`config.mk`:
```
export PLATFORM = sky130hd
export DESIGN_NAME = vrc_fault_regs
export DESIGN_NICKNAME = d
export VERILOG_FILES = /design/src/rtl/vrc_fault_regs.sv
export SDC_FILE = /design/constraint.sdc
export NUM_CORES = 1
export LEC_CHECK = 0
export CORE_ASPECT_RATIO = 0.6
export CORE_MARGIN = 5
export CORE_UTILIZATION = 25
export DETAILED_ROUTE_END_ITERATION = 10
export DONT_BUFFER_PORTS = 1
export PLACE_DENSITY_LB_ADDON = 0.08
export SLEW_MARGIN = 20
export SYNTH_ARGS = -nofsm -noshare
export SYNTH_HDL_FRONTEND = slang
export SYNTH_SLANG_ARGS = --single-unit
```
`constraint.sdc`:
```
create_clock -name clk -period 0.9 [get_ports clk]
set_clock_uncertainty 0.05 [all_clocks]
set_input_delay 0 -clock clk [delete_from_list [all_inputs] [get_ports clk]]
set_output_delay 0 -clock clk [all_outputs]
set_load 0.005 [all_outputs]
```
`src/rtl/vrc_fault_regs.sv`:
```
// Fault capture registers: bad address, page-table-entry pointer and the
// data/fetch flag. Assumes log strobes are single-cycle from the control FSM.
module vrc_fault_regs #(
    parameter int ADDR_W    = 32,
    parameter int PAGE_BITS = 12,
    localparam int VPN_W    = ADDR_W - PAGE_BITS,
    localparam int BASE_W   = ADDR_W - VPN_W - 2
) (
    input  logic              clk,
    input  logic              rst_n,
    input  logic              base_wr,
    input  logic [BASE_W-1:0] base_val,
    input  logic              log_bad,
    input  logic              log_xlate,
    input  logic [ADDR_W-1:0] addr,
    input  logic              is_data,
    output logic [ADDR_W-1:0] badaddr_q,
    output logic [ADDR_W-1:0] pteaddr_q,
    output logic              misc_data_q
);
    logic [BASE_W-1:0] base_q;
    logic [VPN_W-1:0]  vpn_q;

    // Bad-address capture on any fault.
    always_ff @(posedge clk) begin
        if (!rst_n)       badaddr_q <= '0;
        else if (log_bad) badaddr_q <= addr;
    end

    // Page-table base field, written only by its own strobe.
    always_ff @(posedge clk) begin
        if (!rst_n)       base_q <= '0;
        else if (base_wr) base_q <= base_val;
    end

    // VPN field and data flag, loaded on translation faults only.
    always_ff @(posedge clk) begin
        if (!rst_n) begin
            vpn_q       <= '0;
            misc_data_q <= 1'b0;
        end else if (log_xlate) begin
            vpn_q       <= addr[ADDR_W-1:PAGE_BITS];
            misc_data_q <= is_data;
        end
    end

    assign pteaddr_q = {base_q, vpn_q, 2'b00};

    // Base field moves only when written.
    assert_base_kept_R7: assert property (@(posedge clk) disable iff (!rst_n)
        !base_wr |=> (pteaddr_q[ADDR_W-1:ADDR_W-BASE_W] == $past(pteaddr_q[ADDR_W-1:ADDR_W-BASE_W])));
    // Capture registers hold while no fault is logged.
    assert_regs_hold_R11: assert property (@(posedge clk) disable iff (!rst_n)
        (!log_bad && !log_xlate) |=> (badaddr_q == $past(badaddr_q)) && (misc_data_q == $past(misc_data_q)));
endmodule

```
==> impl_results.rst, run 1 <==
.. list-table::
   :header-rows: 1

   * - Metric
     - Value
   * - Data arrival time of the worst path
     - 750 ps
   * - Setup-failing EPs final
     - 0
   * - Vias in the first global route
     - 1505
   * - Smallest setup slack after layout
     - 98.5 ps
   * - Fin nets
     - 251
   * - Commonest cells after routing, fill and taps aside
     - mux2i_1 (63), nor2b_1 (63), dfxtp_1 (63), clkbuf_16 (9)
   * - Violated checks
     - negative hold slack
   * - Overall routing resource usage
     - 8.91%
   * - Pre-antenna DRT Iters
     - 2
   * - Drt wl/cell
     - 14.9 µm
   * - Max H-tree Level
     - 3
   * - Largest area contributor in the netlist
     - dfxtp_1
   * - Via density
     - 4.01
   * - Start-to-end type of the worst setup path
     - reg -> out
   * - Number of top-level pins
     - 113
   * - Crit path required time
     - 850 ps
   * - Number of nets with antenna violations after detailed routing
     - 0
   * - Placed Cells
     - 327
   * - Distinct cell type count after synthesis
     - 10
   * - Timing-limited maximum frequency
     - 1.25 GHz
   * - Cell with the largest stage delay on the worst path
     - dfxtp_1
   * - Fin. Hold Viols
     - 63
   * - Largest incremental delay on the critical path
     - 320 ps
   * - Peak supply drop
     - 0.000782 V
   * - Category of the worst setup path capture point
     - primary output
   * - IO buf count
     - 0
   * - LEAKAGE
     - 1.14 nW
   * - Worst slack at placement
     - 194 ps
   * - Post-layout minimum cycle time
     - 802 ps
   * - Category of cells accounting for the largest share of critical-path delay
     - flip-flops
   * - Final-layout setup total negative slack
     - 0 ps
   * - Clock transition at the register clock pins on the worst setup and hold paths after CTS
     - 50 ps
   * - Cells traversed along the worst timing path
     - buf_4
   * - Power Density
     - 2350 mW/mm²
   * - Number of cell rows
     - 28
   * - WP buf/inv
     - 1
   * - Residual DRC count
     - 0
   * - DPL Wire Length
     - 3.52 mm
   * - Largest net degree at the start of global routing
     - 64
   * - Antenna fix cells
     - 0
   * - CTS tree
     - done
   * - Final std cells w/o fill
     - 341
   * - RSZ-0062 raised after global routing
     - false
   * - Status
     - finished with violations
   * - Cells after synthesis
     - 206
   * - DRT met1 WL
     - 1.98 mm
   * - Number of buffers inserted during clock tree synthesis
     - 9
   * - Iteration-0 DRC Markers
     - 27
   * - WL final
     - 5.08 mm
   * - Slack of the worst reg-to-reg path
     - 200 ps
   * - Critical path startpoint category
     - register
   * - MaxCap Viol Count
     - 0
   * - FF+latch count, synth
     - 63
   * - Fraction of layout cells with a size suffix above 1
     - 6.31%
   * - Post-synthesis to final-layout area growth
     - 11.9%
   * - Overall via count from detail_route
     - 1369
   * - Cell types with the largest area share after synthesis
     - dfxtp_1 (52%), mux2i_1 (26%), nor2b_1 (16%)
   * - Share of synthesized area occupied by flip-flops and latches
     - 51.6%
   * - Critical Path Fanout Max
     - 2
   * - Final slew viol count
     - 0
   * - Uppermost signal routing layer after detailed routing
     - met4
   * - Syn Std Cell Area
     - 0.00244 mm²
   * - WL met3
     - 868 µm
   * - Buffer cell driving the clock tree root
     - clkbuf_16
   * - Global route overflow
     - 0
   * - Final worst hold slack
     - -234 ps
   * - Longest Clk Path Bufs
     - 2
   * - Syn Area/Cell
     - 11.9 µm²
   * - Die Y-Extent
     - 86.6 µm
   * - Area enclosed by the die boundary
     - 0.0119 mm²
   * - Number of antenna violations at the first check in global routing
     - 0
   * - Global-route wire length before repair
     - 7.87 mm
   * - Count of warnings emitted by yosys
     - 0
   * - Core outline area
     - 0.00970 mm²
   * - Routed length on met2
     - 2.15 mm
   * - Final critical-path share of the clock period
     - 89.1%
   * - Clk_lat worst skew
     - 310 ps
   * - Placer's final routability congestion estimate
     - 0.643
   * - Share of the synthesized area in the top cell type
     - 51.6%
   * - Path category of the worst min-delay check
     - in -> reg
   * - Initial core utilization
     - 25.2%
   * - Die X-Extent
     - 138 µm
   * - Clock Sinks
     - 63
[through the flow]
step	hold WS (ps)	area (µm²)	power [mW]	util (%)
final	-234	2740	6.44	28.2
after global routing	-258	2740	6.80	28.2
after CTS	-258	2740	6.61	28.2
after detailed placement	87.4	2470	3.47	25.5
after global placement	84.7	2470	3.46	25.5
after floorplan	78.2	2450	3.53	-
[cells in the mapped netlist (all sizes together)]
master	count
clkbuf	5
conb	1
dfxtp	63
mux2i	63
nor2b	63
buf	11
[metal layers]
| metal | GRT usage, % | vias up |
|---|---|---|
| met1 | 9.53 | 618 |
| met5 | 0 | - |
| met4 | 3.80 | 0 |
| met2 | 12.7 | 81 |
| li1 | - | 662 |
| met3 | 7.37 | 8 |
[where the power goes]
| part | total (mW) | internal, mW | switching [mW] | leakage, nW |
|---|---|---|---|---|
| registers | 3.10 | 2.97 | 0.131 | 0.520 |
| clock network | 3.03 | 1.97 | 1.06 | 0.132 |
| logic | 0.307 | 0.215 | 0.0922 | 0.493 |
| total | 6.44 | 5.15 | 1.29 | 1.14 |
[timing repair]
| item | in CTS | in global routing |
|---|---|---|
| resized for setup | 0 | 0 |
| buffers inserted | 0 | 0 |
| hold endpoints to repair | 63 | 63 |
[layout make-up]
type	count	area, µm²
Fill cell	1030	6970
Sequential cell	63	1260
Multi-Input combinational cell	128	1030
Clock buffer	13	260
Tap cell	135	169
Timing Repair Buffer	1	7.51
Clock inverter	1	5.00
[final timing paths]
kind,start,to,cells after the start
max,vpn_q[18]$_SDFFE_PN0P_,pteaddr_q[20],1
min,rst_n,vpn_q[3]$_SDFFE_PN0P_,1
max reg2reg,badaddr_q[2]$_SDFFE_PN0P_,badaddr_q[2]$_SDFFE_PN0P_,2
min reg2reg,vpn_q[18]$_SDFFE_PN0P_,vpn_q[18]$_SDFFE_PN0P_,2
[flip-flops by register name, indices dropped and copies added, names as in the netlist]
register,cells
base_q,10
vpn_q,20
misc_data_q,1
badaddr_q,32
[logic make-up (layout without fill, tap and decap cells)]
logic type / after synthesis / in the layout / synth area share [%]
muxes: 63 / 63 / 25.8
buffers and inverters: 16 / 15 / 6.35
DFF: 63 / 63 / 51.6
and+or+nand+nor: 63 / 63 / 16.1
other: 1 / 2 / 0.153
Note: power is estimated with default switching activity, not from simulation.
==> inputs of run 2 (changes only) <==
ABC_AREA = 1   (was unset)
CAP_MARGIN = 25   (was unset)
==> run 2 against run 1 <==
Net effect: worst hold slack got worse by 3.9 ps; the flow still finishes with violations (negative hold slack); sequential cell count did not move; largest cell class unchanged; synthesized area grew 5.3%; first-iteration DRC count rose to 3.1 times the previous value; die area rose by 4.8%.
==> impl_results.rst, run 2 <==
.. list-table::
   :header-rows: 1

   * - Metric
     - Value
   * - RSZ-0062 raised after global routing
     - false
   * - Smallest setup slack after layout
     - 61.5 ps (-37.0 ps)
   * - Overall via count from detail_route
     - 2243 (+64%)
   * - Number of nets with antenna violations after detailed routing
     - 0 (unchanged)
   * - Slack of the worst reg-to-reg path
     - 250 ps (+50 ps)
   * - IO buf count
     - 0 (unchanged)
   * - Max H-tree Level
     - 3 (unchanged)
   * - Most instantiated cells after synthesis
     - nand2_1 (126), nor2_1 (126), dfxtp_1 (63), inv_1 (43), buf_4 (12)
   * - Syn Std Cell Area
     - 0.00257 mm² (+5.3%)
   * - Category of cells accounting for the largest share of critical-path delay
     - flip-flops
   * - Global route overflow
     - 0 (unchanged)
   * - Start-to-end type of the worst setup path
     - reg -> out
   * - Final critical-path share of the clock period
     - 93.2% (+4.1 points)
   * - Post-synthesis to final-layout area growth
     - 26.9%
   * - Timing-limited maximum frequency
     - 1.19 GHz (-4.4%)
   * - Switching part of the total
     - 23.0% (+3.0 points)
   * - Violated checks
     - negative hold slack
   * - Setup-failing EPs final
     - 0 (unchanged)
   * - Share of the synthesized area in the top cell type
     - 49.0% (-2.6 points)
   * - Via density
     - 4.05 (+0.85%)
   * - Max FFs per register
     - 32 (unchanged)
   * - Global-route wire length before repair
     - 11.4 mm (+44%)
   * - Area enclosed by the die boundary
     - 0.0125 mm² (+4.8%)
   * - Buffer cell driving the clock tree root
     - clkbuf_16
   * - Antenna fix cells
     - 0 (unchanged)
   * - Fin. Hold Viols
     - 63 (unchanged)
   * - WL final
     - 7.24 mm (+42%)
   * - Register ranked first by flip-flop count
     - badaddr_q
   * - Data arrival time of the worst path
     - 790 ps (+40 ps)
   * - Post-synth EDFFs
     - 0 (unchanged)
   * - Post-layout minimum cycle time
     - 839 ps (+37.0 ps)
   * - Worst slack at placement
     - 260 ps (+66.5 ps)
   * - Hold-critical path endpoint
     - base_q[9]$_SDFFE_PN0P_
   * - Number of top-level pins
     - 113 (unchanged)
   * - Iteration-0 DRC Markers
     - 83 (+210%)
   * - CTS tree
     - done
   * - Syn Area/Cell
     - 6.74 µm² (-43%)
   * - Hold path startpoint
     - base_wr
   * - Cells after synthesis
     - 382 (+85%)
   * - Critical Path Fanout Max
     - 2 (unchanged)
   * - Net Switching
     - 1.58 mW (+23%)
   * - WP buf/inv
     - 1 (unchanged)
   * - Cells traversed along the worst timing path
     - buf_4
   * - Residual DRC count
     - 0 (unchanged)
   * - Clock transition at the register clock pins on the worst setup and hold paths after CTS
     - 50 ps (about the same)
   * - Die X-Extent
     - 141 µm (+2.4%)
   * - Count of warnings emitted by yosys
     - 0 (unchanged)
   * - Placer's final routability congestion estimate
     - 0.747 (+16%)
   * - DPL Wire Length
     - 4.52 mm (+29%)
   * - Power Density
     - 2110 mW/mm² (-10%)
   * - Comb pwr share
     - 8.5% (+3.7 points)
   * - Pre-antenna DRT Iters
     - 4 (+2)
   * - Initial core utilization
     - 25.9% (+0.67 points)
   * - Worst hold path stage count
     - 2 (+1)
   * - Fraction of layout cells with a size suffix above 1
     - 3.58% (-2.7 points)
   * - Vias in the first global route
     - 2212 (+47%)
   * - Largest registers
     - badaddr_q: 32 flops, vpn_q: 20 flops, base_q: 10 flops
   * - Number of buffers inserted during clock tree synthesis
     - 9 (unchanged)
   * - MaxCap Viol Count
     - 0 (unchanged)
   * - Crit. path cell count
     - 1 (unchanged)
   * - Path category of the worst min-delay check
     - in -> reg
   * - Final slew viol count
     - 0 (unchanged)
   * - Cell internal power dissipation
     - 5.30 mW (+2.9%)
   * - Category of the worst setup path capture point
     - primary output
   * - Largest incremental delay on the critical path
     - 340 ps (+20 ps)
   * - Critical path startpoint category
     - register
   * - Async SR Flop Fraction
     - 0% (unchanged)
   * - Part of the power in registers
     - 45.8% (-2.3 points)
   * - Main flop type after synthesis
     - dfxtp_1
   * - Longest Clk Path Bufs
     - 2 (unchanged)
   * - Drt wl/cell
     - 13.1 µm (-12%)
   * - FF+latch count, synth
     - 63 (unchanged)
   * - LEAKAGE
     - 1.64 nW (+43%)
   * - Number of cell rows
     - 28 (unchanged)
   * - Clock Sinks
     - 63 (unchanged)
   * - Number of antenna violations at the first check in global routing
     - 0 (unchanged)
   * - Commonest cells after routing, fill and taps aside
     - nor2_1 (126), nand2_1 (126), dfxtp_1 (63), inv_1 (43), dlygate4sd3_1 (42)
   * - Die Y-Extent
     - 88.6 µm (+2.3%)
   * - Clk_lat worst skew
     - 320 ps (about the same)
   * - Worst R2R Path Depth
     - 2 (unchanged)
   * - Peak supply drop
     - 0.000825 V (+5.4%)
   * - Clock group share of total power
     - 45.7% (-1.4 points)
   * - Crit path required time
     - 850 ps (about the same)
   * - Overall routing resource usage
     - 11.9% (+3.0 points)
   * - Worst reg2reg path startpoint
     - vpn_q[3]$_SDFFE_PN0P_
   * - Hold buffer count at CTS
     - 37
   * - Distinct cell type count after synthesis
     - 8 (-2)
   * - Cell with the largest stage delay on the worst path
     - dfxtp_1
   * - Fin nets
     - 464 (+85%)
   * - Final-layout setup total negative slack
     - 0 ps (unchanged)
   * - Post-cts repair resize count
     - 0 (unchanged)
   * - Total Power Consumption
     - 6.88 mW (+6.9%)
   * - Final worst hold slack
     - -237 ps (-3.92 ps)
   * - Largest area contributor in the netlist
     - dfxtp_1
   * - Share of synthesized area occupied by flip-flops and latches
     - 49.0% (-2.6 points)
   * - Status
     - finished with violations
   * - Core outline area
     - 0.00995 mm² (+2.5%)
   * - Setup Buffers After CTS
     - 0 (unchanged)
   * - Largest net degree at the start of global routing
     - 65 (+1.6%)
   * - Worst R2R End
     - vpn_q[3]$_SDFFE_PN0P_
   * - Cell types with the largest area share after synthesis
     - dfxtp_1 (49%), nand2_1 (18%), nor2_1 (18%)
run 2: area by class of cell:
class	count	area, µm²
Clock buffer	13	260
Sequential cell	63	1260
Clock inverter	1	5.00
Tap cell	135	169
Inverter	43	161
Fill cell	1129	6680
Multi-Input combinational cell	254	953
Timing Repair Buffer	45	455
run 2: power by group through the flow:
stage	Sequential, mW	Combinational [mW]	Clock [mW]
detailed placement	3.22	0.392	0
global placement	3.22	0.381	0
floorplan	3.16	0.491	0
CTS	3.16	0.572	3.27
finish	3.15	0.586	3.14
global route	3.18	0.689	3.41
run 2: cell families after synthesis:
kind of cell / after synthesis / synth area share (%)
flip-flops: 63 / 49.0
other: 1 / 0.146
AND/OR/NAND/NOR: 252 / 36.8
buffers and inverters: 66 / 14.1
run 2: worst reg2reg max path, stage by stage (launching register included):
cell and delay (ps):
dfxtp_1 380, nor2_1 60, nor2_1 100
run 2: worst max path at each step:
stage                                      start                     end  slack (ps)
after detailed placement  vpn_q[16]$_SDFFE_PN0P_  vpn_q[16]$_SDFFE_PN0P_         260
after CTS                  vpn_q[8]$_SDFFE_PN0P_           pteaddr_q[10]          40
after global placement     vpn_q[3]$_SDFFE_PN0P_   vpn_q[3]$_SDFFE_PN0P_         260
after global routing       vpn_q[8]$_SDFFE_PN0P_           pteaddr_q[10]          20
after floorplan           base_q[9]$_SDFFE_PN0P_  base_q[9]$_SDFFE_PN0P_         310
final                      vpn_q[8]$_SDFFE_PN0P_           pteaddr_q[10]          60
run 2: layer usage:
layer / global-route usage [%] / part of all wire, % / vias to the layer above
met4: 4.05 / 1.7 / 0
met5: 0 / 0 / -
met2: 17.7 / 42 / 65
met1: 14.0 / 46 / 1011
li1: - / - / 1156
met3: 7.61 / 11 / 11
run 2: through the flow:
step / cells / utilization (%) / instance area (µm²)
floorplan: 383 / - / 2580
global placement: 497 / 25.7 / 2560
detailed placement: 497 / 25.7 / 2560
CTS: 548 / 32.2 / 3210
global route: 554 / 32.8 / 3270
finish: 554 / 32.8 / 3270
